--- src/rtl/isc_pkg.sv ---
package isc_pkg;
  parameter int unsigned ISC_PC_W  = 32;
  parameter int unsigned ISC_LVL_W = 4;
  parameter int unsigned ISC_LANES = 4;
  parameter int unsigned ISC_NCAND = 3;

  typedef struct packed {
    logic [ISC_LVL_W-1:0] lvl;
    logic [ISC_PC_W-1:0]  pc;
    logic [ISC_LANES-1:0] mask;
  } isc_stream_t;

  // True when stream a must be placed ahead of stream b.
  function automatic logic isc_before(isc_stream_t a, isc_stream_t b);
    logic a_live, b_live;
    a_live = (a.mask != '0);
    b_live = (b.mask != '0);
    return a_live && (!b_live || (a.lvl > b.lvl) ||
                      ((a.lvl == b.lvl) && (a.pc < b.pc)));
  endfunction
endpackage

--- src/rtl/isc_merge.sv ---
module isc_merge
  import isc_pkg::*;
(
  input  isc_stream_t [ISC_NCAND-1:0] cin,
  output isc_stream_t [ISC_NCAND-1:0] cout
);
  always_comb begin
    cout = cin;
    for (int i = 0; i < ISC_NCAND; i++) begin
      logic                 absorbed;
      logic [ISC_LANES-1:0] acc;
      absorbed = 1'b0;
      acc      = cin[i].mask;
      for (int j = 0; j < ISC_NCAND; j++) begin
        if ((cin[j].pc == cin[i].pc) && (cin[j].lvl == cin[i].lvl)) begin
          if (j < i && cin[j].mask != '0) absorbed = 1'b1;
          if (j > i)                      acc = acc | cin[j].mask;
        end
      end
      cout[i].mask = (absorbed || cin[i].mask == '0) ? '0 : acc;
    end
  end
endmodule

--- src/rtl/isc_sort.sv ---
module isc_sort
  import isc_pkg::*;
(
  input  isc_stream_t [ISC_NCAND-1:0] sin,
  output isc_stream_t [ISC_NCAND-1:0] sout,
  output logic [1:0]                  nvalid
);
  isc_stream_t [ISC_NCAND-1:0] st0, st1;

  // compare-exchange network: (0,1) (1,2) (0,1); empty streams sink
  always_comb begin
    st0 = sin;
    if (isc_before(sin[1], sin[0])) begin
      st0[0] = sin[1];
      st0[1] = sin[0];
    end
    st1 = st0;
    if (isc_before(st0[2], st0[1])) begin
      st1[1] = st0[2];
      st1[2] = st0[1];
    end
    sout = st1;
    if (isc_before(st1[1], st1[0])) begin
      sout[0] = st1[1];
      sout[1] = st1[0];
    end
  end

  always_comb begin
    nvalid = 2'd0;
    for (int k = 0; k < ISC_NCAND; k++)
      if (sin[k].mask != '0) nvalid = nvalid + 2'd1;
  end
endmodule

--- src/rtl/isc_cold_stack.sv ---
module isc_cold_stack
  import isc_pkg::*;
#(
  parameter int unsigned NUM_WARPS = 4,
  parameter int unsigned DEPTH     = ISC_LANES,
  localparam int unsigned WID_W    = $clog2(NUM_WARPS),
  localparam int unsigned PTR_W    = $clog2(DEPTH),
  localparam int unsigned CNT_W    = $clog2(DEPTH + 1)
) (
  input  logic             clk,
  input  logic             rst_n,
  input  logic [WID_W-1:0] warp,
  input  logic             push,
  input  isc_stream_t      push_data,
  input  logic             pop,
  output isc_stream_t      top_data
);
  isc_stream_t      stk_q [NUM_WARPS][DEPTH];
  logic [CNT_W-1:0] cnt_q [NUM_WARPS];
  logic [CNT_W-1:0] cnt_cur, cnt_d;
  logic             wr_en, cnt_en;

  assign cnt_cur  = cnt_q[warp];
  assign top_data = (cnt_cur == '0) ? '0 : stk_q[warp][PTR_W'(cnt_cur - 1'b1)];

  always_comb begin
    cnt_d  = cnt_cur;
    wr_en  = 1'b0;
    cnt_en = 1'b0;
    if (push) begin
      if (cnt_cur < CNT_W'(DEPTH)) begin
        wr_en  = 1'b1;
        cnt_en = 1'b1;
        cnt_d  = cnt_cur + 1'b1;
      end
    end else if (pop) begin
      if (cnt_cur != '0) begin
        cnt_en = 1'b1;
        cnt_d  = cnt_cur - 1'b1;
      end
    end
  end

  always_ff @(posedge clk or negedge rst_n) begin
    if (!rst_n) begin
      for (int w = 0; w < NUM_WARPS; w++) cnt_q[w] <= '0;
    end else if (cnt_en) begin
      cnt_q[warp] <= cnt_d;
    end
  end

  always_ff @(posedge clk) begin
    if (wr_en) stk_q[warp][PTR_W'(cnt_cur)] <= push_data;
  end
endmodule

--- src/rtl/isc_stream_table.sv ---
module isc_stream_table
  import isc_pkg::*;
#(
  parameter int unsigned NUM_WARPS = 4,
  localparam int unsigned WID_W    = $clog2(NUM_WARPS)
) (
  input  logic                                clk,
  input  logic                                rst_n,
  input  logic                                upd_valid,
  input  logic [WID_W-1:0]                    upd_warp,
  input  logic [ISC_NCAND-1:0][ISC_PC_W-1:0]  cand_pc,
  input  logic [ISC_NCAND-1:0][ISC_LVL_W-1:0] cand_lvl,
  input  logic [ISC_NCAND-1:0][ISC_LANES-1:0] cand_mask,
  input  logic [WID_W-1:0]                    rd_warp,
  output logic [ISC_PC_W-1:0]                 hot1_pc,
  output logic [ISC_LVL_W-1:0]                hot1_lvl,
  output logic [ISC_LANES-1:0]                hot1_mask,
  output logic [ISC_PC_W-1:0]                 hot2_pc,
  output logic [ISC_LVL_W-1:0]                hot2_lvl,
  output logic [ISC_LANES-1:0]                hot2_mask
);
  isc_stream_t [ISC_NCAND-1:0] cand_s, merged_s, srt_s;
  logic [1:0]  nvalid_s;
  isc_stream_t hot1_q [NUM_WARPS];
  isc_stream_t hot2_q [NUM_WARPS];
  isc_stream_t h1_d, h2_d, cold_top;
  logic        push_s, pop_s;

  for (genvar i = 0; i < ISC_NCAND; i++) begin : g_cand
    assign cand_s[i].pc   = cand_pc[i];
    assign cand_s[i].lvl  = cand_lvl[i];
    assign cand_s[i].mask = cand_mask[i];
  end

  isc_merge i_merge (.cin(cand_s), .cout(merged_s));
  isc_sort  i_sort  (.sin(merged_s), .sout(srt_s), .nvalid(nvalid_s));

  isc_cold_stack #(.NUM_WARPS(NUM_WARPS), .DEPTH(ISC_LANES)) i_cold (
    .clk(clk), .rst_n(rst_n), .warp(upd_warp),
    .push(push_s), .push_data(srt_s[2]), .pop(pop_s), .top_data(cold_top));

  // next-state for the selected warp
  always_comb begin
    h1_d   = hot1_q[upd_warp];
    h2_d   = hot2_q[upd_warp];
    push_s = 1'b0;
    pop_s  = 1'b0;
    if (upd_valid) begin
      case (nvalid_s)
        2'd3: begin h1_d = srt_s[0]; h2_d = srt_s[1]; push_s = 1'b1; end
        2'd2: begin h1_d = srt_s[0]; h2_d = srt_s[1]; end
        2'd1: begin h1_d = srt_s[0]; h2_d = cold_top; pop_s = 1'b1; end
        default: begin h1_d = cold_top; h2_d = '0; pop_s = 1'b1; end
      endcase
    end
  end

  always_ff @(posedge clk or negedge rst_n) begin
    if (!rst_n) begin
      for (int w = 0; w < NUM_WARPS; w++) begin
        hot1_q[w] <= '0;
        hot2_q[w] <= '0;
      end
    end else if (upd_valid) begin
      hot1_q[upd_warp] <= h1_d;
      hot2_q[upd_warp] <= h2_d;
    end
  end

  assign hot1_pc   = hot1_q[rd_warp].pc;
  assign hot1_lvl  = hot1_q[rd_warp].lvl;
  assign hot1_mask = hot1_q[rd_warp].mask;
  assign hot2_pc   = hot2_q[rd_warp].pc;
  assign hot2_lvl  = hot2_q[rd_warp].lvl;
  assign hot2_mask = hot2_q[rd_warp].mask;
endmodule

--- config.mk ---
export PLATFORM = sky130hd
export DESIGN_NAME = isc_stream_table
export DESIGN_NICKNAME = d
export VERILOG_FILES = /design/src/rtl/isc_pkg.sv /design/src/rtl/isc_merge.sv /design/src/rtl/isc_sort.sv /design/src/rtl/isc_cold_stack.sv /design/src/rtl/isc_stream_table.sv
export SDC_FILE = /design/constraint.sdc
export NUM_CORES = 2
export LEC_CHECK = 0
export BUFFER_PORTS_ARGS = -buffer_cell sky130_fd_sc_hd__buf_2
export CAP_MARGIN = 40
export CORE_ASPECT_RATIO = 1.25
export CORE_MARGIN = 4
export CORE_UTILIZATION = 65
export DETAILED_ROUTE_END_ITERATION = 10
export GPL_ROUTABILITY_DRIVEN = 0
export PLACE_DENSITY = 0.91
export SETUP_SLACK_MARGIN = 0.15
export SLEW_MARGIN = 20
export SYNTH_ARGS = -nofsm -noshare
export SYNTH_HDL_FRONTEND = slang
export SYNTH_SLANG_ARGS = --single-unit
export TNS_END_PERCENT = 30
--- constraint.sdc ---
create_clock -name clk -period 8.3 [get_ports clk]
set_input_delay 0.415 -clock clk [delete_from_list [all_inputs] [get_ports clk]]
set_output_delay 0.415 -clock clk [all_outputs]
set_load 0.01 [all_outputs]
==> metrics, run 1 <==
Primary FF master, synth edfxtp_1; outcome did not finish; Post-DP HPWL 102000 um; Post-Syn Area per Cell 13.5 um^2; Netlist cell types 66; Seq/Total Area, Yosys 58.7%; largest net degree at the start of global routing 169; post-synthesis cell area 46900 um^2; die height 308 um; Post-synth EDFFs 640; Port Buffers 206; Core Rows 109; Initial Util 65.9%; root buffer cell clkbuf_16; Die Wd 248 um; grt ovf 5; GRT Util Overall 63.8%; Syn Inst Count 3465; Ys Warns 0; Yosys reg bits 972; Sink Count 972; WEP type register data pin; Stopped at 5_1_grt; clock buffer depth 3; CTS H-tree depth 3; fraction of registers with async set/reset 34.2%; post-GRT worst EP hot2_q[36]$_DFFE_PN0P_/D; syn_nets 3704; CTS buffer count 86; IO Pins 207; Err [ERROR GRT-0232] Routing congestion too high. Check the congestion heatmap in the GUI.
## per-layer routing
layer | track usage, % | overflow
met2 | 75.4 | 2
met3 | 55.9 | 1
met5 | 42.5 | 0
met4 | 53.9 | 2
met1 | 65.0 | 0
## metrics by stage
stage,std cells,instance area (um^2),setup WS (ns),hold slack (ns),util (%)
after CTS,4906,54300,0.110,0.297,76.3
after detailed placement,4744,51300,-0.345,0.465,72.1
after global placement,4716,51000,-0.0722,0.455,71.7
after floorplan,3465,46900,0.214,0.119,-
## cells in the mapped netlist (3+ instances only)
| master | instances | area (um^2) |
|---|---|---|
| o22ai_1 | 21 | 131 |
| buf_2 | 10 | 50.1 |
| and3_1 | 7 | 43.8 |
| o221ai_1 | 6 | 52.6 |
| a211oi_1 | 21 | 158 |
| a22oi_1 | 67 | 503 |
| a41oi_1 | 9 | 78.8 |
| nor2b_1 | 31 | 194 |
| buf_1 | 29 | 109 |
| inv_1 | 86 | 323 |
| nor4_2 | 3 | 37.5 |
| o21a_1 | 6 | 45.0 |
| o221a_2 | 21 | 236 |
| mux4_2 | 283 | 6370 |
| edfxtp_1 | 640 | 19200 |
| nand2_1 | 220 | 826 |
| o2bb2ai_1 | 4 | 35.0 |
| a221o_1 | 92 | 921 |
| xor2_1 | 64 | 561 |
| mux2i_1 | 74 | 741 |
| clkbuf_1 | 180 | 676 |
| nand2b_1 | 45 | 282 |
| nor4_1 | 16 | 100 |
| o21ai_0 | 140 | 701 |
| and2_1 | 7 | 43.8 |
| ha_1 | 111 | 1390 |
| buf_4 | 4 | 30.0 |
| a211o_1 | 17 | 149 |
| xnor2_1 | 11 | 96.3 |
| a21o_1 | 17 | 128 |
| o31a_1 | 3 | 26.3 |
| nor3_1 | 26 | 130 |
| a31oi_1 | 18 | 113 |
| mux2i_2 | 10 | 138 |
| a21oi_1 | 258 | 1290 |
| o31ai_1 | 4 | 30.0 |
| o211ai_1 | 17 | 128 |
| dfrtp_1 | 332 | 8310 |
| nand4_1 | 24 | 150 |
| nand3_1 | 15 | 75.1 |
| nor2_1 | 457 | 1720 |
| or2_2 | 7 | 43.8 |
| mux2_2 | 21 | 236 |
## cell families after synthesis
family                   share of synthesized area (%)
AND/OR/NAND/NOR                                   7.98
buffers and inverters                             2.59
multiplexers                                      16.0
adder cells (fa/ha/maj)                           3.05
AO/OA/AOI/OAI                                     10.3
flip-flops                                        58.7
XOR/XNOR                                          1.40
## timing repair
item | CTS
pin swaps | 2
resized for setup | 13
hold buffers | 1
endpoints found under the setup margin | 303
cloned | 1
setup buffers | 2
endpoints found under the hold margin | 93
==> run 2, diff against run 1 <==
--- a/config.mk
+++ b/config.mk
@@ -7,13 +7,11 @@
 export LEC_CHECK = 0
 export BUFFER_PORTS_ARGS = -buffer_cell sky130_fd_sc_hd__buf_2
 export CAP_MARGIN = 40
-export CORE_ASPECT_RATIO = 1.25
 export CORE_MARGIN = 4
-export CORE_UTILIZATION = 65
+export CORE_UTILIZATION = 40
 export DETAILED_ROUTE_END_ITERATION = 10
 export GPL_ROUTABILITY_DRIVEN = 0
-export PLACE_DENSITY = 0.91
-export SETUP_SLACK_MARGIN = 0.15
+export PLACE_DENSITY_LB_ADDON = 0.15
 export SLEW_MARGIN = 20
 export SYNTH_ARGS = -nofsm -noshare
 export SYNTH_HDL_FRONTEND = slang
==> run 2 against run 1 <==
The run now ends clean. Synthesized cell count is the same. Synthesized area is the same.
==> metrics, run 2 <==
outcome finished clean; critical path arrival 8.61 ns; Slew @ Worst Pin 1.05 ns; syn_nets 3704; clock buffer depth 3; Ys Warns 0; Clock Latency Late Sink 0.69 ns; Detailed Route Iter0 Violations 3307; total of max-cap violations 0; final cell count without fillers 5614; die height 350 um; top-count cell post-synth edfxtp_1; Initial Util 40.3%; Yosys reg bits 972; RSZ-0062 raised after global routing true; fraction of registers with async set/reset 34.2%; grt ovf 0; CTS H-tree depth 3; Port Buffers 206; CP peak stage delay 0.60 ns; worst setup margin 0.235 ns; post-synthesis cell area 46900 um^2; CTS tree done; Top reg by flops i_cold.stk_q; Highest Clock Rate 124 MHz; most used cell, CP buf_4; Placeable Area 116000 um^2; Post-synth EDFFs 640; Setup Skew 0.0432 ns; clock power share 25.4%; initial antenna violation count 13; Pwr Density 316 nW/um^2; die area 123000 um^2; vias in the first global route 33.0k; flip-flop count of the largest register after layout 640; DP Area 53000 um^2; Sw Share 34.5%; Post-Syn Area per Cell 13.5 um^2; Tcrit/Tclk final 97.2%; DR vias 33.2k; Worst IR Drop VDD 0.161 mV; Final nets 4241; Critical Path Sink Type register; synth cell count leaders 640 x edfxtp_1, 457 x nor2_1, 332 x dfrtp_1; GRT Util Overall 26.0%; Worst Path Required 8.85 ns; share of post-route cells with drive strength above 1 30.0%; Largest regs i_cold.stk_q x640, hot1_q x160, hot2_q x160; commonest non-fill, non-tap cell in the layout edfxtp_1; Final TNS setup 0 ns; IO Pins 207; Die Wd 350 um; largest net degree at the start of global routing 157; Seq/Total Area, Yosys 58.7%; top cell type's share of synthesized area 41.0%; Crit path max-delay family compound AO/OA/AOI/OAI gates; top area cells in the synthesized netlist edfxtp_1 41%, dfrtp_1 18%, mux4_2 14%; combinational share of power 36.9%; max-slew violation count 0; Post-DP HPWL 110000 um; Post-Route WL 162000 um; # setup viols final 0; root buffer cell clkbuf_16; P_int 11.7 mW; Synth area leader edfxtp_1; DR vias/cell 5.91; final hold vios 0; Core Rows 125; Netlist cell types 66; CTS buffer count 101; most frequent cells in the layout 640 x edfxtp_1, 432 x nor2_1, 412 x buf_4, 332 x dfrtp_1, 283 x mux4_2; dpl ws -0.818 ns; worst-path cell with the longest stage delay or4_4; WL per Instance 28.8 um; number of remaining DRC errors 0; CTS clk-pin slew, worst paths 0.06 ns; Sink Count 972; DR pass1 iterations 6; dpl cells 5416; WP buf/inv 12; Setup CP Type in2reg; Max-Slew Margin vs Limit 29.8%; reg2reg setup slack 4.07 ns; Primary FF master, synth edfxtp_1; Worst Hold Class in2reg; register share of total power 37.6%; Finished Cell Area 56600 um^2; antenna-violating nets left 0; first-pass GRT wire length 233000 um; Syn Inst Count 3465; worst-path fanout max 22; final worst path period need 8.06 ns; Lkg Pwr 21.8 nW; Area Growth Syn to Fin 20.7%; switching pwr 6.18 mW; Power, Total 17.9 mW; crit start category primary input
## run 2: cell counts after synthesis
No cell type changed its count.
## run 2: cell type report
cell class              instances  area [um^2]
flip-flops and latches        972        27500
fillers                     10247        59700
inverters                      87          327
clock inverters                55          621
diodes                          7         17.5
multi-input cells            2181        18600
clock buffers                 129         2690
well taps                    1524         1910
repair buffers                659         4980
## run 2: final timing paths
check,from,endpoint,cells after the start
setup / recovery,cand_pc[11],hot2_q[44]$_DFFE_PN0P_,40
hold / removal,upd_warp[0],i_cold.cnt_q[0]$_DFFE_PN0P_,3
setup reg to reg,i_cold.cnt_q[0]$_DFFE_PN0P_,hot1_q[84]$_DFFE_PN0P_,11
hold reg to reg,i_cold.cnt_q[3]$_DFFE_PN0P_,i_cold.cnt_q[3]$_DFFE_PN0P_,1
max in group asynchronous,rst_n,hot1_q[103]$_DFFE_PN0P_,3
min in group asynchronous,rst_n,hot1_q[118]$_DFFE_PN0P_,2
## run 2: power groups by stage
stage / logic (mW) / clock network (mW) / registers [mW]
finish: 6.61 / 4.56 / 6.74
global route: 7.02 / 4.86 / 6.83
CTS: 6.45 / 4.65 / 6.74
detailed placement: 6.42 / 0 / 6.82
global placement: 6.36 / 0 / 6.81
floorplan: 3.56 / 0 / 6.70
## run 2: layer usage
metal	wire length, um	vias up	GRT usage, %
met3	13800	267	5.44
li1	-	14403	-
met5	51	-	0
met1	67900	17079	36.4
met4	5550	8	8.46
met2	74500	1406	40.8
## run 2: cell families after synthesis
group	synth area share, %
adders and majority gates	3.05
muxes	16.0
xor gates and xnor gates	1.40
buffers and inverters	2.59
AOI/OAI and AO/OA	10.3
and+or+nand+nor	7.98
DFF	58.7
## run 2: per-stage QoR
stage               util [%]  hold slack (ns)
CTS                     48.5            0.193
finish                  48.7            0.232
floorplan                  -            0.119
detailed placement      45.6            0.462
global placement        45.3            0.459
global route            48.7            0.235
## run 2: worst reg2reg max path, stage by stage, from the launching register on
cell and delay [ns]:
dfrtp_1 0.39, mux4_2 0.47, buf_4 0.22, buf_16 0.24, inv_1 0.20, ha_4 0.33, buf_4 0.41, mux4_2 0.57
nand2b_1 0.46, nand2_1 0.34, a41oi_1 0.34, o211ai_1 0.12
## run 2: what timing repair did
item                                   in CTS  in global routing
buffers inserted                            1                  2
pin swaps                                   1                  6
setup endpoints to repair                  73                320
hold buffers                                1                  0
endpoints found under the hold margin     117                  0
resized for setup                           0                 31
(Power assumes the default switching activity.)
